**config.mk**
```make
export PLATFORM = sky130hd
export DESIGN_NAME = rx_ring_engine
export DESIGN_NICKNAME = d
export VERILOG_FILES = /design/src/rtl/rxr_pkg.sv /design/src/rtl/rxr_credit.sv /design/src/rtl/rxr_ring_ptr.sv /design/src/rtl/rxr_status_fmt.sv /design/src/rtl/rx_ring_engine.sv
export SDC_FILE = /design/constraint.sdc
export NUM_CORES = 1
export LEC_CHECK = 0
export BUFFER_PORTS_ARGS = -buffer_cell sky130_fd_sc_hd__buf_2
export CORE_MARGIN = 4
export CORE_UTILIZATION = 35
export CTS_CLUSTER_DIAMETER = 30
export DETAILED_ROUTE_END_ITERATION = 8
export HOLD_SLACK_MARGIN = 0.02
export PLACE_DENSITY = 0.63
export SYNTH_ARGS = -nofsm -noshare
export SYNTH_HDL_FRONTEND = slang
export SYNTH_SLANG_ARGS = --single-unit
```
**constraint.sdc**
```tcl
create_clock -name clk -period 7.2 [get_ports clk]
set_input_delay 0.72 -clock clk [delete_from_list [all_inputs] [get_ports clk]]
set_output_delay 0.72 -clock clk [all_outputs]
set_load 0.02 [all_outputs]
```
**src/rtl/rxr_pkg.sv**
```systemverilog
package rxr_pkg;
  typedef enum logic [2:0] {
    ST_IDLE, ST_FETCH, ST_LATCH, ST_RECV, ST_DROP, ST_WR1, ST_WR0
  } rxr_state_e;

  localparam int BIT_DONE  = 31;
  localparam int BIT_OK    = 30;
  localparam int BIT_EOF   = 29;
  localparam int BIT_EOB   = 28;
  localparam int BIT_ANY   = 21;
  localparam int BIT_OVR   = 20;
  localparam int BIT_FRM   = 19;
  localparam int BIT_RUNT  = 18;
  localparam int BIT_XTRA  = 17;
  localparam int BIT_CRC   = 16;
  localparam int BIT_CRCIN = 15;
endpackage

```
**src/rtl/rxr_credit.sv**
```systemverilog
module rxr_credit #(
  parameter int ENTRIES = 64,
  parameter int ENQ_W   = 8,
  parameter int CW      = $clog2(ENTRIES + 1)
) (
  input  logic             clk,
  input  logic             rst_n,
  input  logic             reload,
  input  logic             add_en,
  input  logic [ENQ_W-1:0] add_cnt,
  input  logic             take,
  output logic             avail,
  output logic [CW-1:0]    level
);
  localparam int SW = ((CW > ENQ_W) ? CW : ENQ_W) + 2;

  logic [SW-1:0] sum;

  always_comb begin
    sum = SW'(level) + (add_en ? SW'(add_cnt) : SW'(0)) - SW'(take);
  end

  always_ff @(posedge clk) begin
    if (!rst_n || reload)          level <= CW'(ENTRIES);
    else if (sum > SW'(ENTRIES))   level <= CW'(ENTRIES);
    else                           level <= sum[CW-1:0];
  end

  assign avail = (level != '0);
endmodule

```
**src/rtl/rxr_ring_ptr.sv**
```systemverilog
module rxr_ring_ptr #(
  parameter int ENTRIES = 64,
  parameter int IW      = $clog2(ENTRIES)
) (
  input  logic        clk,
  input  logic        rst_n,
  input  logic        reload,
  input  logic        step,
  input  logic [31:0] base,
  output logic [31:0] cur_addr
);
  logic [IW-1:0] slot;

  always_ff @(posedge clk) begin
    if (!rst_n || reload)                 slot <= '0;
    else if (step) begin
      if (slot == IW'(ENTRIES - 1))       slot <= '0;
      else                                slot <= slot + 1'b1;
    end
  end

  assign cur_addr = base + (32'(slot) << 3);
endmodule

```
**src/rtl/rxr_status_fmt.sv**
```systemverilog
module rxr_status_fmt
  import rxr_pkg::*;
#(
  parameter int MAX_LEN = 2044,
  parameter int MIN_LEN = 60
) (
  input  logic [15:0] beats,
  input  logic [14:0] buf_idx,
  input  logic [15:0] buf_len,
  input  logic        frm_err,
  input  logic        crc_err,
  input  logic        crc_incl,
  input  logic        ovr,
  output logic [31:0] word0,
  output logic [31:0] word1
);
  logic runt, xtra, any_err;

  always_comb begin
    runt    = 32'(beats) < MIN_LEN;
    xtra    = (32'(beats) > MAX_LEN) || (beats > buf_len);
    any_err = frm_err | crc_err | runt | xtra;

    word1          = '0;
    word1[31]      = 1'b1;
    word1[30:16]   = buf_idx;
    word1[15:0]    = beats;

    word0            = '0;
    word0[BIT_DONE]  = 1'b1;
    word0[BIT_OK]    = ~any_err;
    word0[BIT_EOF]   = 1'b1;
    word0[BIT_EOB]   = 1'b1;
    word0[BIT_ANY]   = any_err;
    word0[BIT_OVR]   = ovr;
    word0[BIT_FRM]   = frm_err;
    word0[BIT_RUNT]  = runt;
    word0[BIT_XTRA]  = xtra;
    word0[BIT_CRC]   = crc_err;
    word0[BIT_CRCIN] = crc_incl;
  end
endmodule

```
**src/rtl/rx_ring_engine.sv**
```systemverilog
module rx_ring_engine
  import rxr_pkg::*;
#(
  parameter int ENTRIES = 64,
  parameter int MAX_LEN = 2044,
  parameter int MIN_LEN = 60,
  parameter int ENQ_W   = 8
) (
  input  logic             clk,
  input  logic             rst_n,
  input  logic             ring_init,
  input  logic [31:0]      desc_base,
  input  logic [31:0]      stat_base,
  input  logic             desc_enq_en,
  input  logic [ENQ_W-1:0] desc_enq_cnt,
  input  logic             stat_enq_en,
  input  logic [ENQ_W-1:0] stat_enq_cnt,
  input  logic             crc_in_len,
  input  logic             in_valid,
  output logic             in_ready,
  input  logic             in_last,
  input  logic             in_frame_err,
  input  logic             in_crc_err,
  output logic             mem_req,
  output logic             mem_we,
  output logic [31:0]      mem_addr,
  output logic [31:0]      mem_wdata,
  input  logic [31:0]      mem_rdata,
  output logic             rx_irq,
  input  logic             irq_clr,
  output logic [31:0]      desc_cur_addr,
  output logic [31:0]      stat_cur_addr
);
  localparam int CW = $clog2(ENTRIES + 1);

  rxr_state_e  state, state_nx;
  logic [CW-1:0] d_level, s_level;
  logic        d_avail, s_avail, take_slot, beat;
  logic [14:0] buf_idx;
  logic [15:0] buf_len, beats;
  logic        frm_q, crc_q, ovr_pend;
  logic [31:0] w0, w1;
  logic        rdata_unused;

  assign rdata_unused = mem_rdata[31];
  assign take_slot    = (state == ST_WR0);
  assign in_ready     = (state == ST_RECV) || (state == ST_DROP);
  assign beat         = in_valid && in_ready;

  rxr_credit #(.ENTRIES(ENTRIES), .ENQ_W(ENQ_W)) u_desc_credit (
    .clk(clk), .rst_n(rst_n), .reload(ring_init), .add_en(desc_enq_en),
    .add_cnt(desc_enq_cnt), .take(take_slot), .avail(d_avail), .level(d_level));

  rxr_credit #(.ENTRIES(ENTRIES), .ENQ_W(ENQ_W)) u_stat_credit (
    .clk(clk), .rst_n(rst_n), .reload(ring_init), .add_en(stat_enq_en),
    .add_cnt(stat_enq_cnt), .take(take_slot), .avail(s_avail), .level(s_level));

  rxr_ring_ptr #(.ENTRIES(ENTRIES)) u_desc_ptr (
    .clk(clk), .rst_n(rst_n), .reload(ring_init), .step(take_slot),
    .base(desc_base), .cur_addr(desc_cur_addr));

  rxr_ring_ptr #(.ENTRIES(ENTRIES)) u_stat_ptr (
    .clk(clk), .rst_n(rst_n), .reload(ring_init), .step(take_slot),
    .base(stat_base), .cur_addr(stat_cur_addr));

  rxr_status_fmt #(.MAX_LEN(MAX_LEN), .MIN_LEN(MIN_LEN)) u_fmt (
    .beats(beats), .buf_idx(buf_idx), .buf_len(buf_len), .frm_err(frm_q),
    .crc_err(crc_q), .crc_incl(crc_in_len), .ovr(ovr_pend),
    .word0(w0), .word1(w1));

  always_comb begin
    state_nx = state;
    case (state)
      ST_IDLE:  if (in_valid) state_nx = (d_avail && s_avail) ? ST_FETCH : ST_DROP;
      ST_FETCH: state_nx = ST_LATCH;
      ST_LATCH: state_nx = ST_RECV;
      ST_RECV:  if (beat && in_last) state_nx = ST_WR1;
      ST_DROP:  if (beat && in_last) state_nx = ST_IDLE;
      ST_WR1:   state_nx = ST_WR0;
      ST_WR0:   state_nx = ST_IDLE;
      default:  state_nx = ST_IDLE;
    endcase
  end

  always_comb begin
    mem_req   = 1'b0;
    mem_we    = 1'b0;
    mem_addr  = '0;
    mem_wdata = '0;
    case (state)
      ST_FETCH: begin
        mem_req  = 1'b1;
        mem_addr = desc_cur_addr + 32'd4;
      end
      ST_WR1: begin
        mem_req   = 1'b1;
        mem_we    = 1'b1;
        mem_addr  = stat_cur_addr + 32'd4;
        mem_wdata = w1;
      end
      ST_WR0: begin
        mem_req   = 1'b1;
        mem_we    = 1'b1;
        mem_addr  = stat_cur_addr;
        mem_wdata = w0;
      end
      default: ;
    endcase
  end

  always_ff @(posedge clk) begin
    if (!rst_n) begin
      state    <= ST_IDLE;
      buf_idx  <= '0;
      buf_len  <= '0;
      beats    <= '0;
      frm_q    <= 1'b0;
      crc_q    <= 1'b0;
      ovr_pend <= 1'b0;
      rx_irq   <= 1'b0;
    end else begin
      state <= state_nx;
      if (state == ST_LATCH) begin
        buf_idx <= mem_rdata[30:16];
        buf_len <= mem_rdata[15:0];
        beats   <= '0;
      end
      if (state == ST_RECV && beat) begin
        if (beats != 16'hFFFF) beats <= beats + 16'd1;
        if (in_last) begin
          frm_q <= in_frame_err;
          crc_q <= in_crc_err;
        end
      end
      if (ring_init || take_slot)                  ovr_pend <= 1'b0;
      else if (state == ST_DROP && beat && in_last) ovr_pend <= 1'b1;
      if (take_slot)    rx_irq <= 1'b1;
      else if (irq_clr) rx_irq <= 1'b0;
    end
  end
endmodule

```
==> flow_metrics.tcl, run 1 <==
set metrics [dict create \
    avgSynthCellArea_sq_um 7.23 \
    cp_max_fo 6 \
    synth_warnings 0 \
    maxCapViolCount 0 \
    synth_compound_area_share_pct 18.8 \
    path_cells "buf_2 > ha_1 > fa_1 > a21o_2 > a21oi_1 > xnor2_2 > mux2i_1 > a2111o_1 > or4_1 > nor4_4 > nand3_1 > xnor2_1 > o22ai_1 > buf_2" \
    clk_path_buf_depth 2 \
    cts_resized 0 \
    synthTopCellsByCount "171 x nand2_1, 106 x inv_1, 84 x nor2_1" \
    finalCriticalPeriod_ps 5340 \
    cp.arrival_ps 4620 \
    synth_edf_count 0 \
    gp_congestion 0.900 \
    track_usage_pct 20.7 \
    yosysMostFrequentCell "nand2_1" \
    post_synth_inst_count 1098 \
    yosys.area_share.simple_pct 28.0 \
    critical_path_buf_inv_count 2 \
    start_kind "input pin" \
    critPathTopFamily "simple AND/OR/NAND/NOR gates" \
    post_cts_buffers 0 \
    vias 8558 \
    synthDistinctLibCells 75 \
    grt_max_degree 53 \
    clock_sink_count 80 \
    synth_top_family_by_area "simple AND/OR/NAND/NOR gates" \
    muxShareOfSynthArea_pct 1.94 \
    drt-initial-drc-count 593 \
    grt_overflow 0 \
    final_area_sq_um 9720 \
    numCtsBuffers 9 \
    antenna_found_initial 8 \
    async_reset_ff_share_pct 0 \
    critical_path_class "input pin to output pin" \
    wl_microns 27300 \
    worst-r2r-setup-slack_ps 2770 \
    die_area_sq_um 25100 \
    netlist_area_sq_um 7940 \
    status "completed" \
    hold_buffers 0 \
    power_density_nw_per_um2 159 \
    hold_violations 0 \
    synth_nets 1290 \
    cp_slowest_cell "or4_1" \
    insertion_delay_ps 350 \
    grt_use_met3_pct 5.14 \
    clkTransAtPathRegs_ps 60 \
    grt_pass1_vias 7880 \
    synth.area.top_cells "dfxtp_1 20%, ha_1 10%, nand2_1 8.1%" \
    critPathRequiredTime_ps 6480 \
    grtUsageMet2_pct 35.1 \
    ctsRootBufferMaster "clkbuf_16" \
    first_pass_iters 5 \
    worst_hold_path_type "flip-flop to flip-flop" \
    rsz0062_at_grt "false" \
    grt_pass1_wl_microns 41100 \
    synthAdderAreaFrac_pct 11.3 \
    ant_nets 0 \
    final_max_slew_viol_count 0 \
    slew_headroom_pct 48.0 \
    met1_usage_pct 25.8 \
    drcViolationCount 0 \
    vias_per_cell 5.32 \
    core.rowCount 54 \
    tightest_slew_ps 771 \
    finClkSkew_ps 7.46 \
    htree_levels 3 \
    io_buffers 253 \
    layout-drive-gt1-share_pct 22.9 \
    power_leakage_nw 4.46 \
    critPathMaxStageDelay_ps 670 \
    ios 255 \
    post_dp_cell_area_sq_um 9390 \
    area_growth_syn_to_layout_pct 22.5 \
    synthFlopType "dfxtp_1" \
    vdd_ir_drop_max_uv 103 \
    setup_tns_ps 0 \
    gr-max-usage-layer "met2" \
    tritoncts "built" \
    dp_hpwl_microns 21900 \
    finalCritPeriodShare_pct 74.2 \
    core_area_sq_um 22100 \
    cp-end-kind "output pin" \
    die_h_microns 159 \
    layout.nets 1512 \
    crit_top_cell "buf_2" \
    synth.top_cell.area_share_pct 20.2 \
    ys_seq_area_share_pct 20.2 \
    wire_per_inst_microns 16.9 \
    synth_seq_cells 80 \
    die_x_microns 159 \
    yosysTopAreaCell "dfxtp_1" \
    synth_xor_area_share_pct 11.9 \
    start_util_pct 35.9 \
    setup_viol 0 \
    max_freq_ghz 0.187 \
]
-- layer usage --
layer  up-vias  wire length, microns
li1       4243                     -
met5         -                    61
met1      3956                 11800
met2       294                 12700
met3        55                  2040
met4        10                   665
-- cell families (layout without fill, tap and decap cells) --
| group | count (synthesis) | in the layout |
|---|---|---|
| and+or+nand+nor | 450 | 450 |
| AOI/OAI and AO/OA | 221 | 221 |
| buffers and inverters | 157 | 384 |
| xor gates and xnor gates | 106 | 106 |
| DFF | 80 | 80 |
| adders and majority gates | 69 | 69 |
| muxes | 15 | 15 |
| other | 0 | 3 |
-- worst reg2reg max path, stage by stage (launching register included) --
cell      delay, ps
dfxtp_1         440
nor2b_1         460
nand2_1         160
inv_2            70
buf_4           420
ha_1            350
inv_1            60
ha_1            170
inv_1            60
fa_1            390
nor2b_1         120
o21ai_0         100
a21boi_0        330
o21a_1          180
o21ai_0          80
a21oi_1         210
a211o_1         150
nand3_1         100
or2_2           340
nor3_1          180
-- worst paths after layout --
kind,endpoint,cells past startpoint,from
max,mem_addr[22],14,stat_base[3]
min,buf_idx[7],2,buf_idx[7]
max reg2reg,u_desc_credit.level[4],19,state[1]
min reg2reg,buf_idx[7],2,buf_idx[7]
-- stage by stage --
stage / setup slack [ps] / std cells / util, % / hold WS [ps] / total power, mW
2_1_floorplan: 2130 / 1098 / - / 439 / 0.874
3_3_place_gp: 1930 / 1589 / 42.5 / 447 / 1.05
3_5_place_dp: 1880 / 1589 / 42.5 / 454 / 1.05
4_1_cts: 1860 / 1605 / 44.0 / 463 / 1.56
5_1_grt: 1660 / 1608 / 44.0 / 483 / 1.64
6_report: 1860 / 1608 / 44.0 / 459 / 1.55
-- sequential cells by signal (all words and copies together) (netlist names) --
signal / count
u_stat_ptr.slot: 6
u_desc_credit.level: 7
beats: 16
frm_q: 1
ovr_pend: 1
state: 3
buf_len: 16
buf_idx: 15
u_stat_credit.level: 7
u_desc_ptr.slot: 6
rx_irq: 1
crc_q: 1
-- where the power goes --
part | switching [mW] | leakage, nW | total, mW | internal, mW
Combinational | 0.351 | 3.65 | 0.562 | 0.211
Sequential | 0.0154 | 0.648 | 0.484 | 0.469
Clock | 0.195 | 0.153 | 0.501 | 0.306
Total | 0.561 | 4.46 | 1.55 | 0.986
-- placed cells by master (no fill, tap or decap), types with 9 or more instances in the layout --
| master | instances |
|---|---|
| mux2i_1 | 12 |
| nor2b_1 | 14 |
| nor2_1 | 83 |
| a21boi_0 | 38 |
| nand3_1 | 31 |
| dfxtp_1 | 79 |
| a21oi_1 | 32 |
| a21o_1 | 9 |
| o22ai_1 | 14 |
| xor2_1 | 48 |
| clkbuf_16 | 9 |
| nand4_1 | 32 |
| or4_1 | 10 |
| o21a_1 | 11 |
| and2_1 | 9 |
| nor3_1 | 17 |
| o21ai_0 | 45 |
| inv_1 | 106 |
| xnor2_1 | 56 |
| nand2_1 | 171 |
| ha_1 | 65 |
| buf_2 | 253 |
| and3_1 | 29 |
-- layout make-up --
type / count / area [sq um]
fillers: 2332 / 12400
multi-input cells: 861 / 5710
flip-flops and latches: 80 / 1600
repair buffers: 261 / 1330
inverters: 107 / 402
well taps: 280 / 350
clock buffers: 10 / 229
clock inverters: 6 / 90.1
diodes: 3 / 7.51
Note: power is estimated with default switching activity, not from simulation.
==> run 2: changes to the inputs <==
Settings changed: PLACE_DENSITY 0.63 to 0.65.
Clock period 7.2 ns to 4.6 ns, I/O delays scaled along.
==> run 2 against run 1 <==
  * Count of clock-buffer cells in the layout fell by 1
  * Final area up 5.1%
  * Setup slack got worse by 1800 ps
  * Sequential share of layout area fell by 0.71 points
  * Die area did not move
  * Non-clock buffer count rose by 39
  * Clock skew rose by 0.80 ps
  * Largest power group unchanged
  * Critical path depth unchanged
  * Sequential cell count stayed put
  * Sequential power rose by 57%
  * Critical path type is now flip-flop to output pin
  * Global-route usage up 0.72 points
  * Clock power is 49% higher
==> flow_metrics.tcl, run 2 (synthesized netlist as in run 1, its figures left out) <==
set metrics [dict create \
    ctsRootBufferMaster "clkbuf_16" \
    track_usage_pct 21.4 \
    power_leakage_nw 4.70 \
    antenna_found_initial 5 \
    clkTransAtPathRegs_ps 70 \
    htree_levels 3 \
    grt_pass1_wl_microns 42100 \
    vias 8589 \
    status "completed" \
    hold_violations 0 \
    maxCapViolCount 0 \
    vias_per_cell 5.22 \
    die_x_microns 159 \
    pwr-share-seq_pct 31.6 \
    insertion_delay_ps 350 \
    ant_nets 0 \
    tightest_slew_ps 816 \
    cp_max_fo 4 \
    layout_commonest_cell "buf_2" \
    critPathTopFamily "simple AND/OR/NAND/NOR gates" \
    finalCriticalPeriod_ps 4530 \
    largestRegisters "beats x16, buf_len x16, buf_idx x15" \
    final_max_slew_viol_count 0 \
    fin_cells 1645 \
    start_kind "flip-flop" \
    start_util_pct 35.9 \
    die_h_microns 159 \
    io_buffers 253 \
    post_dp_cell_area_sq_um 9610 \
    power.switching_uw 904 \
    clkPwrFrac_pct 30.8 \
    fin_ws_ps 69.4 \
    grt_pass1_vias 7867 \
    wire_per_inst_microns 17.2 \
    dp_hpwl_microns 23000 \
    power_density_nw_per_um2 236 \
    pre_cts_slack_ps 31.5 \
    ios 255 \
    die_area_sq_um 25100 \
    layout.nets 1552 \
    finClkSkew_ps 8.26 \
    critical_path_buf_inv_count 2 \
    p_int_mw 1.51 \
    critPathMaxStageDelay_ps 480 \
    cp_slowest_cell "or4_4" \
    power_mw 2.41 \
    max_freq_ghz 0.221 \
    path_cells "ha_4 > fa_2 > a21o_2 > buf_4 > a221o_1 > nand3_1 > xnor2_1 > mux2i_2 > or4_4 > or3_4 > o21bai_1 > xnor2_1 > o22ai_1 > buf_4" \
    p_sw_share_pct 37.5 \
    worst_hold_path_type "input pin to flip-flop" \
    critical_path_class "flip-flop to output pin" \
    layout-drive-gt1-share_pct 27.5 \
    final_area_sq_um 10200 \
    slew_headroom_pct 45.1 \
    drcViolationCount 0 \
    clk_path_buf_depth 2 \
    grt_overflow 0 \
    area_growth_syn_to_layout_pct 28.7 \
    gp_congestion 0.941 \
    fillers 2287 \
    antennaDiodeCount 0 \
    cp-end-kind "output pin" \
    setup_viol 0 \
    first_pass_iters 5 \
    finalCritPeriodShare_pct 98.5 \
    core.rowCount 54 \
    mostFrequentLayoutCells "249 x buf_2, 170 x nand2_1, 105 x inv_1, 83 x nor2_1, 76 x dfxtp_1" \
    tritoncts "built" \
    vdd_ir_drop_max_uv 157 \
    clock_sink_count 80 \
    core_area_sq_um 22100 \
    cp.arrival_ps 4070 \
    drt-initial-drc-count 500 \
    rsz0062_at_grt "true" \
    numCtsBuffers 9 \
    fin_util_pct 46.2 \
    grt_max_degree 42 \
    critPathRequiredTime_ps 4140 \
    dp.cells 1618 \
    wl_microns 28300 \
    combPwrFrac_pct 37.6 \
]
==> run 2: cell types whose count changed in the layout (fill, tap and decap cells not counted), sizes merged <==
| cell | change |
|---|---|
| clkbuf | -1 |
| bufinv | -1 |
| clkinv | +2 |
| and2b | +1 |
| diode | -3 |
| buf | +39 |
==> run 2: timing repair <==
item | in CTS | in global routing
hold buffers | 0 | 0
pin swaps | 6 | 18
gates cloned | 0 | 1
endpoints found under the setup margin | 14 | 16
buffers inserted | 3 | 7
gates resized for setup | 16 | 31
==> run 2: power groups by stage <==
stage                     Combinational, mW  Sequential [mW]  Clock (mW)
after detailed placement              0.885            0.778           0
after global placement                0.880            0.776           0
final                                 0.908            0.762       0.745
after floorplan                       0.605            0.763           0
after CTS                             0.895            0.761       0.762
after global routing                   1.01            0.767       0.791
==> run 2: metrics by stage <==
stage               setup TNS [ps]  hold slack [ps]
floorplan                        0              439
global placement                 0              448
detailed placement               0              454
CTS                              0              345
global route                  -226              348
finish                           0              351
==> run 2: final cells by class <==
| class | instances | area [sq um] | share of cell area (%) |
|---|---|---|---|
| Inverter | 107 | 402 | 3.93 |
| Clock inverter | 7 | 80.1 | 0.784 |
| Tap cell | 280 | 350 | 3.43 |
| Clock buffer | 9 | 225 | 2.20 |
| Timing Repair Buffer | 300 | 1630 | 16.0 |
| Sequential cell | 80 | 1610 | 15.8 |
| Multi-Input combinational cell | 862 | 5910 | 57.9 |
==> run 2: path summary, 6_finish.rpt <==
path | startpoint | endpoint | slack (ps) | cells past startpoint
worst min-delay path | mem_rdata[0] | buf_len[0] | 350 | 3
worst min register to register | buf_idx[10] | buf_idx[10] | 460 | 2
worst max register to register | state[1] | u_desc_credit.level[4] | 830 | 19
worst max-delay path | u_stat_ptr.slot[0] | mem_addr[19] | 70 | 14
==> run 2: layer usage <==
layer | global-route usage (%) | part of all wire (%) | up-vias | routed length, microns
li1 | - | - | 4306 | -
met1 | 26.4 | 43 | 3976 | 12100
met2 | 37.9 | 49 | 265 | 13800
met3 | 4.73 | 6.7 | 32 | 1890
met4 | 5.08 | 1.5 | 10 | 432
met5 | 0 | 0.19 | - | 53
==> run 2: worst register-to-register path, stage by stage, from the launching register on <==
cell and delay (ps):
dfxtp_1 470, nor2b_1 170, buf_4 160, nand2_1 90
inv_2 120, ha_1 230, inv_1 50, ha_1 150
inv_1 50, fa_1 390, nor2b_1 120, o21ai_0 100
a21boi_0 330, o21a_1 180, o21ai_0 80, a21oi_1 200
a211o_1 150, nand3_1 100, or2_2 340, nor3_1 200
